[src/rtl/pirq_router_pkg.sv]
package pirq_router_pkg;
  localparam int PIRQ_N = 8;
  localparam int PIC_N  = 16;
  localparam int GSI_N  = PIC_N + PIRQ_N;
  localparam int IRQ_W  = 4;
  localparam int SEL_W  = 3;
  localparam int ADDR_W = 4;
  localparam int NUM_W  = $clog2(GSI_N);

  localparam logic [ADDR_W-1:0] ADDR_GRP_LO = 4'h0;
  localparam logic [ADDR_W-1:0] ADDR_SCI    = 4'h4;
  localparam logic [ADDR_W-1:0] ADDR_GRP_HI = 4'h8;
  localparam logic [SEL_W-1:0]  SCI_SEL_RST = 3'd0;

  typedef struct packed {
    logic             off;
    logic [IRQ_W-1:0] irq;
  } route_t;

  localparam route_t ROUTE_RST = '{off: 1'b1, irq: '0};

  function automatic logic [7:0] route_to_byte(route_t r);
    return {r.off, 3'b000, r.irq};
  endfunction

  // returns {valid, destination number}
  function automatic logic [NUM_W:0] sci_target(logic [SEL_W-1:0] sel);
    case (sel)
      3'd0:    return {1'b1, NUM_W'(9)};
      3'd1:    return {1'b1, NUM_W'(10)};
      3'd2:    return {1'b1, NUM_W'(11)};
      3'd4:    return {1'b1, NUM_W'(20)};
      3'd5:    return {1'b1, NUM_W'(21)};
      default: return '0;
    endcase
  endfunction
endpackage

[src/rtl/pirq_route_regs.sv]
module pirq_route_regs
  import pirq_router_pkg::*;
#(
  parameter int N = PIRQ_N
) (
  input  logic              clk,
  input  logic              rst,
  input  logic              we,
  input  logic [ADDR_W-1:0] addr,
  input  logic [7:0]        wdata,
  output logic [7:0]        rdata,
  input  logic              sci_in,
  output route_t [N-1:0]    routes,
  output logic [SEL_W-1:0]  sci_sel,
  output logic              sci_q
);
  localparam int GRP = N / 2;

  logic [N-1:0] hit;

  for (genvar i = 0; i < N; i++) begin : g_route
    localparam logic [ADDR_W-1:0] MY_ADDR =
      (i < GRP) ? ADDR_W'(int'(ADDR_GRP_LO) + i)
                : ADDR_W'(int'(ADDR_GRP_HI) + i - GRP);
    assign hit[i] = (addr == MY_ADDR);
    always_ff @(posedge clk) begin
      if (rst)                routes[i] <= ROUTE_RST;
      else if (we && hit[i])  routes[i] <= '{off: wdata[7], irq: wdata[IRQ_W-1:0]};
    end
  end

  always_ff @(posedge clk) begin
    if (rst) begin
      sci_sel <= SCI_SEL_RST;
      sci_q   <= 1'b0;
    end else begin
      if (we && addr == ADDR_SCI) sci_sel <= wdata[SEL_W-1:0];
      sci_q <= sci_in;
    end
  end

  always_comb begin
    rdata = '0;
    for (int i = 0; i < N; i++)
      if (hit[i]) rdata = route_to_byte(routes[i]);
    if (addr == ADDR_SCI) rdata = {{(8-SEL_W){1'b0}}, sci_sel};
  end

  // without a write strobe the stored routing state stays put
  a_r2_hold: assert property (@(posedge clk) disable iff (rst)
    !we |=> ($stable(routes) && $stable(sci_sel)));
endmodule

[src/rtl/pirq_sci_decode.sv]
module pirq_sci_decode
  import pirq_router_pkg::*;
(
  input  logic [SEL_W-1:0] sel,
  input  logic             sci_q,
  output logic [PIC_N-1:0] sci_pic,
  output logic [GSI_N-1:0] sci_gsi
);
  logic [NUM_W:0] tgt;
  assign tgt = sci_target(sel);

  always_comb begin
    sci_gsi = '0;
    sci_pic = '0;
    if (tgt[NUM_W] && sci_q) begin
      sci_gsi[tgt[NUM_W-1:0]] = 1'b1;
      if (int'(tgt[NUM_W-1:0]) < PIC_N) sci_pic[tgt[IRQ_W-1:0]] = 1'b1;
    end
  end
endmodule

[src/rtl/pirq_pic_mux.sv]
module pirq_pic_mux
  import pirq_router_pkg::*;
#(
  parameter int N = PIRQ_N
) (
  input  logic             clk,
  input  logic             rst,
  input  route_t [N-1:0]   routes,
  input  logic [N-1:0]     lvl,
  input  logic [PIC_N-1:0] sci_pic,
  output logic [PIC_N-1:0] pic_out
);
  logic [N-1:0] live;

  for (genvar n = 0; n < N; n++) begin : g_live
    assign live[n] = lvl[n] & ~routes[n].off;
  end

  for (genvar k = 0; k < PIC_N; k++) begin : g_line
    always_comb begin
      pic_out[k] = sci_pic[k];
      for (int n = 0; n < N; n++)
        if (live[n] && routes[n].irq == IRQ_W'(k)) pic_out[k] = 1'b1;
    end
  end

  // a raised PIC line needs an enabled high PIRQ or the SCI behind it
  a_r4_pic_source: assert property (@(posedge clk) disable iff (rst)
    (|pic_out) |-> ((|live) || (|sci_pic)));
endmodule

[src/rtl/pirq_slot_map.sv]
module pirq_slot_map #(
  parameter int SLOT_W      = 5,
  parameter int PIN_W       = 2,
  parameter int BRIDGE_SLOT = 30
) (
  input  logic [SLOT_W-1:0] slot,
  input  logic [PIN_W-1:0]  pin,
  output logic [2:0]        pirq
);
  logic [PIN_W-1:0] mix;
  assign mix = slot[PIN_W-1:0] + pin;

  always_comb begin
    if (slot == SLOT_W'(BRIDGE_SLOT)) pirq = {1'b1, pin};
    else                              pirq = {1'b1, mix};
  end
endmodule

[src/rtl/pirq_router.sv]
module pirq_router
  import pirq_router_pkg::*;
(
  input  logic              clk,
  input  logic              rst,
  input  logic [7:0]        pirq_lvl,
  input  logic              sci_lvl,
  input  logic              cfg_we,
  input  logic [3:0]        cfg_addr,
  input  logic [7:0]        cfg_wdata,
  output logic [7:0]        cfg_rdata,
  input  logic [4:0]        dev_slot,
  input  logic [1:0]        dev_pin,
  output logic [2:0]        dev_pirq,
  output logic [15:0]       pic_irq,
  output logic [23:0]       apic_gsi
);
  route_t [PIRQ_N-1:0] routes;
  logic [SEL_W-1:0]    sci_sel;
  logic                sci_q;
  logic [PIC_N-1:0]    sci_pic;
  logic [GSI_N-1:0]    sci_gsi;

  pirq_route_regs #(.N(PIRQ_N)) u_regs (
    .clk(clk), .rst(rst), .we(cfg_we), .addr(cfg_addr), .wdata(cfg_wdata),
    .rdata(cfg_rdata), .sci_in(sci_lvl), .routes(routes),
    .sci_sel(sci_sel), .sci_q(sci_q)
  );

  pirq_sci_decode u_sci (
    .sel(sci_sel), .sci_q(sci_q), .sci_pic(sci_pic), .sci_gsi(sci_gsi)
  );

  pirq_pic_mux #(.N(PIRQ_N)) u_mux (
    .clk(clk), .rst(rst), .routes(routes), .lvl(pirq_lvl),
    .sci_pic(sci_pic), .pic_out(pic_irq)
  );

  pirq_slot_map u_map (.slot(dev_slot), .pin(dev_pin), .pirq(dev_pirq));

  assign apic_gsi = {pirq_lvl, {PIC_N{1'b0}}} | sci_gsi;

  // every high PIRQ shows on its own APIC line
  a_r5_apic_follow: assert property (@(posedge clk) disable iff (rst)
    (apic_gsi[GSI_N-1:PIC_N] & pirq_lvl) == pirq_lvl);
  // the low APIC lines carry at most the single SCI destination
  a_r6_low_gsi: assert property (@(posedge clk) disable iff (rst)
    $onehot0(apic_gsi[PIC_N-1:0]));
  // an SCI below 16 on the APIC side is mirrored on the PIC side
  a_r7_sci_mirror: assert property (@(posedge clk) disable iff (rst)
    (apic_gsi[PIC_N-1:0] & ~pic_irq) == '0);
endmodule

[config.mk]
export PLATFORM = sky130hd
export DESIGN_NAME = pirq_router
export DESIGN_NICKNAME = d
export VERILOG_FILES = /design/src/rtl/pirq_router_pkg.sv /design/src/rtl/pirq_route_regs.sv /design/src/rtl/pirq_sci_decode.sv /design/src/rtl/pirq_pic_mux.sv /design/src/rtl/pirq_slot_map.sv /design/src/rtl/pirq_router.sv
export SDC_FILE = /design/constraint.sdc
export NUM_CORES = 1
export LEC_CHECK = 0
export BUFFER_PORTS_ARGS = -buffer_cell sky130_fd_sc_hd__buf_2
export CELL_PAD_IN_SITES_DETAIL_PLACEMENT = 1
export CELL_PAD_IN_SITES_GLOBAL_PLACEMENT = 1
export CORE_AREA = 5 5 101 103
export CTS_BUF_LIST = sky130_fd_sc_hd__clkbuf_4 sky130_fd_sc_hd__clkbuf_8
export DETAILED_ROUTE_END_ITERATION = 12
export DIE_AREA = 0 0 106 108
export PLACE_DENSITY = 0.9
export SLEW_MARGIN = 10
export SYNTH_ARGS = -nofsm -noshare
export SYNTH_HDL_FRONTEND = slang
export SYNTH_SLANG_ARGS = --single-unit
[constraint.sdc]
create_clock -name clk -period 1.85 [get_ports clk]
set_input_delay 0.185 -clock clk [delete_from_list [all_inputs] [get_ports clk]]
set_output_delay 0.185 -clock clk [all_outputs]
set_load 0.005 [all_outputs]
==> reports/results.tsv <==
metric	value	unit
outcome	complete, but fails checks	
violations	negative setup slack	
leakage	1.93	nW
setup.worst_path.class	flip-flop to primary output	
finalWorstSetupSlack	-0.217	ns
clkPwrFrac	0.331	
fmax	484	MHz
multi_input_area	2860	um^2
pwr-share-comb	0.179	
synth_top_flop_cell	dfxtp_1	
via_per_inst	6.55	
power_switching	0.000580	W
ff_latch_area	941	um^2
slowest_stage	or4bb_4	
rows	35	
synthMuxAreaShare	0.122	
ys_seq_area_frac	0.243	
post-route-min-period	2.07	ns
grt_overflow	0	
crit_required	1.66	ns
netSwitchingFraction	0.291	
cts_buffers	5	
yosys.area_share.simple	0.348	
synth_xor_area_frac	0.00482	
period_share	1.12	
synth-compound-area-share	0.174	
cp_slowest_stage_delay	0.46	ns
power_frac_seq	0.490	
reg2reg_from	u_regs.routes[34]	
worstPathMaxFanout	4	
hold_class	input pin to flip-flop	
synth_area_per_cell	7.76	um^2
synth.distinct_cells	58	
die_x	106	um
finalHoldViolCount	0	
arrival	1.88	ns
p_total	0.00199	W
firstDrtPassIters	5	
area_delta_synth_final	32.2	%
grt_usage	0.270	
nets	576	
yosys_warnings	0	
synth_top_family_by_area	simple AND/OR/NAND/NOR gates	
routed_wl	16200	um
yosys.area_share.adder	0.00344	
async_flop_share	0	
root_buffer	clkbuf_8	
synth_edf_count	0	
netlist_area	3630	um^2
antenna_found_initial	0	
hold_start	sci_lvl	
crit_chain	buf_6 > or4bb_4 > buf_6 > o22a_1 > o211ai_1 > buf_2	
grt_max_degree	45	
crit_start	u_regs.routes[3]	
wl_per_cell	24.8	um
gp_congestion	1.00	
critical_path.endpoint_type	primary output	
worst_path_most_repeated_cell	buf_6	
startpoint_type	flip-flop	
skew	0	ns
htree_levels	2	
maxCapViolCount	0	
slew_viol_final	0	
mostFrequentLayoutCell	nor2_1	
die_y	108	um
p_per_area	415	nW/um^2
layout_common_cells	61 x nor2_1, 60 x buf_2, 45 x buf_4, 37 x mux2i_1, 31 x nand2_1	
cts_tree	built	
top_level_ports	82	
drc	0	
fill_cells	1103	
design.die.area	11400	um^2
ant_nets	0	
grt_setup_unrepaired	true	
synth-seq-cells	44	
clock_latency	0.30	ns
hpwl	11600	um
final_layout_size_suffix_gt1_frac	0.420	
clk_pin_slew	0.09	ns
diodes	0	
clock_sinks	44	
grt_pass1_vias	4339	
ir_worst_vdd	478	uV
setup_viol	16	
fin_area	4800	um^2
relSlewSlack	0.447	
grt_pass1_wl	24200	um
internal-power	0.00141	W
initial_core_util	0.399	
setup_tns	-1.73	ns
core_area	9110	um^2
cts_buffer_depth	2	
num_vias	4295	
placed_cell_area	4190	um^2
syn_inst	468	
io_buffers	61	
worst_pin_slew	0.830	ns
dr.first_iter.drc_count	307	
-- layer usage --
layer / vias up / share of wire / GRT usage
met1: 2166 / 0.40 / 0.338
met3: 34 / 0.069 / 0.0346
met4: 0 / 0.033 / 0.0907
met5: - / 0 / 0
met2: 233 / 0.50 / 0.480
li1: 1862 / - / -
-- state kept, by name (all words and copies together), names as in the netlist --
register        flops
u_regs.routes      40
u_regs.sci_q        1
u_regs.sci_sel      3
-- final timing paths --
kind | depth (start not counted) | to | slack [ns]
max | 6 | pic_irq[9] | -0.22
min | 2 | u_regs.sci_q | 0.1
max reg2reg | 3 | u_regs.routes[34] | 0.83
min reg2reg | 2 | u_regs.routes[35] | 0.53
-- cell type report --
cell class,instances,share of cell area
clock buffer,7,0.0188
clock inverter,1,0.00156
inverter,5,0.00391
multi-input combinational,373,0.595
sequential,44,0.196
tap,111,0.0289
timing repair buffer,115,0.156
-- worst max-delay path: cells and delay by family, from the launching register on --
| kind | cells | cell delay, ns |
|---|---|---|
| simple gates | 1 | 0.46 |
| compound gates | 2 | 0.33 |
| buf+inv | 3 | 0.40 |
| flops | 1 | 0.38 |
-- logic make-up after synthesis --
kind of cell,count (synthesis)
buf+inv,66
simple gates,221
other cells,2
flops,44
xor+xnor,2
compound gates,88
mux,44
fa+ha+maj,1
-- stage by stage --
| step | setup WS [ns] | utilization | hold slack (ns) | std cells |
|---|---|---|---|---|
| after CTS | -0.166 | 0.506 | 0.102 | 655 |
| after global placement | 0.0367 | 0.459 | 0.394 | 648 |
| after detailed placement | -0.00813 | 0.459 | 0.409 | 648 |
| final | -0.217 | 0.527 | 0.0988 | 656 |
| after global routing | -0.241 | 0.527 | 0.103 | 656 |
| after floorplan | 0.325 | - | 0.303 | 483 |
-- synthesized netlist by cell type (3+ instances only) --
library cell | number | area (um^2)
nor2_1 | 65 | 244
dfxtp_1 | 44 | 881
mux2i_1 | 41 | 410
nand2_1 | 33 | 124
clkbuf_1 | 28 | 105
nor3_1 | 27 | 135
o22ai_1 | 26 | 163
buf_4 | 23 | 173
nand3_1 | 18 | 90.1
nand2b_1 | 16 | 100
a21oi_1 | 12 | 60.1
or4bb_1 | 10 | 113
nor4_1 | 9 | 56.3
nand4b_1 | 8 | 70.1
a211o_1 | 7 | 61.3
buf_2 | 6 | 30.0
nor2b_1 | 6 | 37.5
or4b_2 | 6 | 60.1
a22oi_1 | 5 | 37.5
inv_1 | 5 | 18.8
o21ai_0 | 5 | 25.0
o32ai_1 | 5 | 43.8
a221oi_1 | 4 | 35.0
buf_6 | 4 | 45.0
a2111oi_0 | 3 | 26.3
a221o_1 | 3 | 30.0
a311oi_1 | 3 | 26.3
mux2_2 | 3 | 33.8
o32a_1 | 3 | 30.0
-- power groups by stage --
stage	registers (W)	clock network [W]	logic [W]
after global routing	0.000977	0.000695	0.000377
final	0.000976	0.000659	0.000356
after detailed placement	0.00100	0	0.000312
after floorplan	0.000993	0	0.000220
after global placement	0.00100	0	0.000296
after CTS	0.000979	0.000656	0.000330
-- what timing repair did --
item / in CTS / in global routing
pin swaps: 18 / 17
hold buffers: 0 / 0
setup buffers: 2 / 2
endpoints found under the hold margin: 0 / 0
setup endpoints to repair: 18 / 21
gates resized for setup: 88 / 43
No activity file was read; power rests on OpenSTA's default activity.
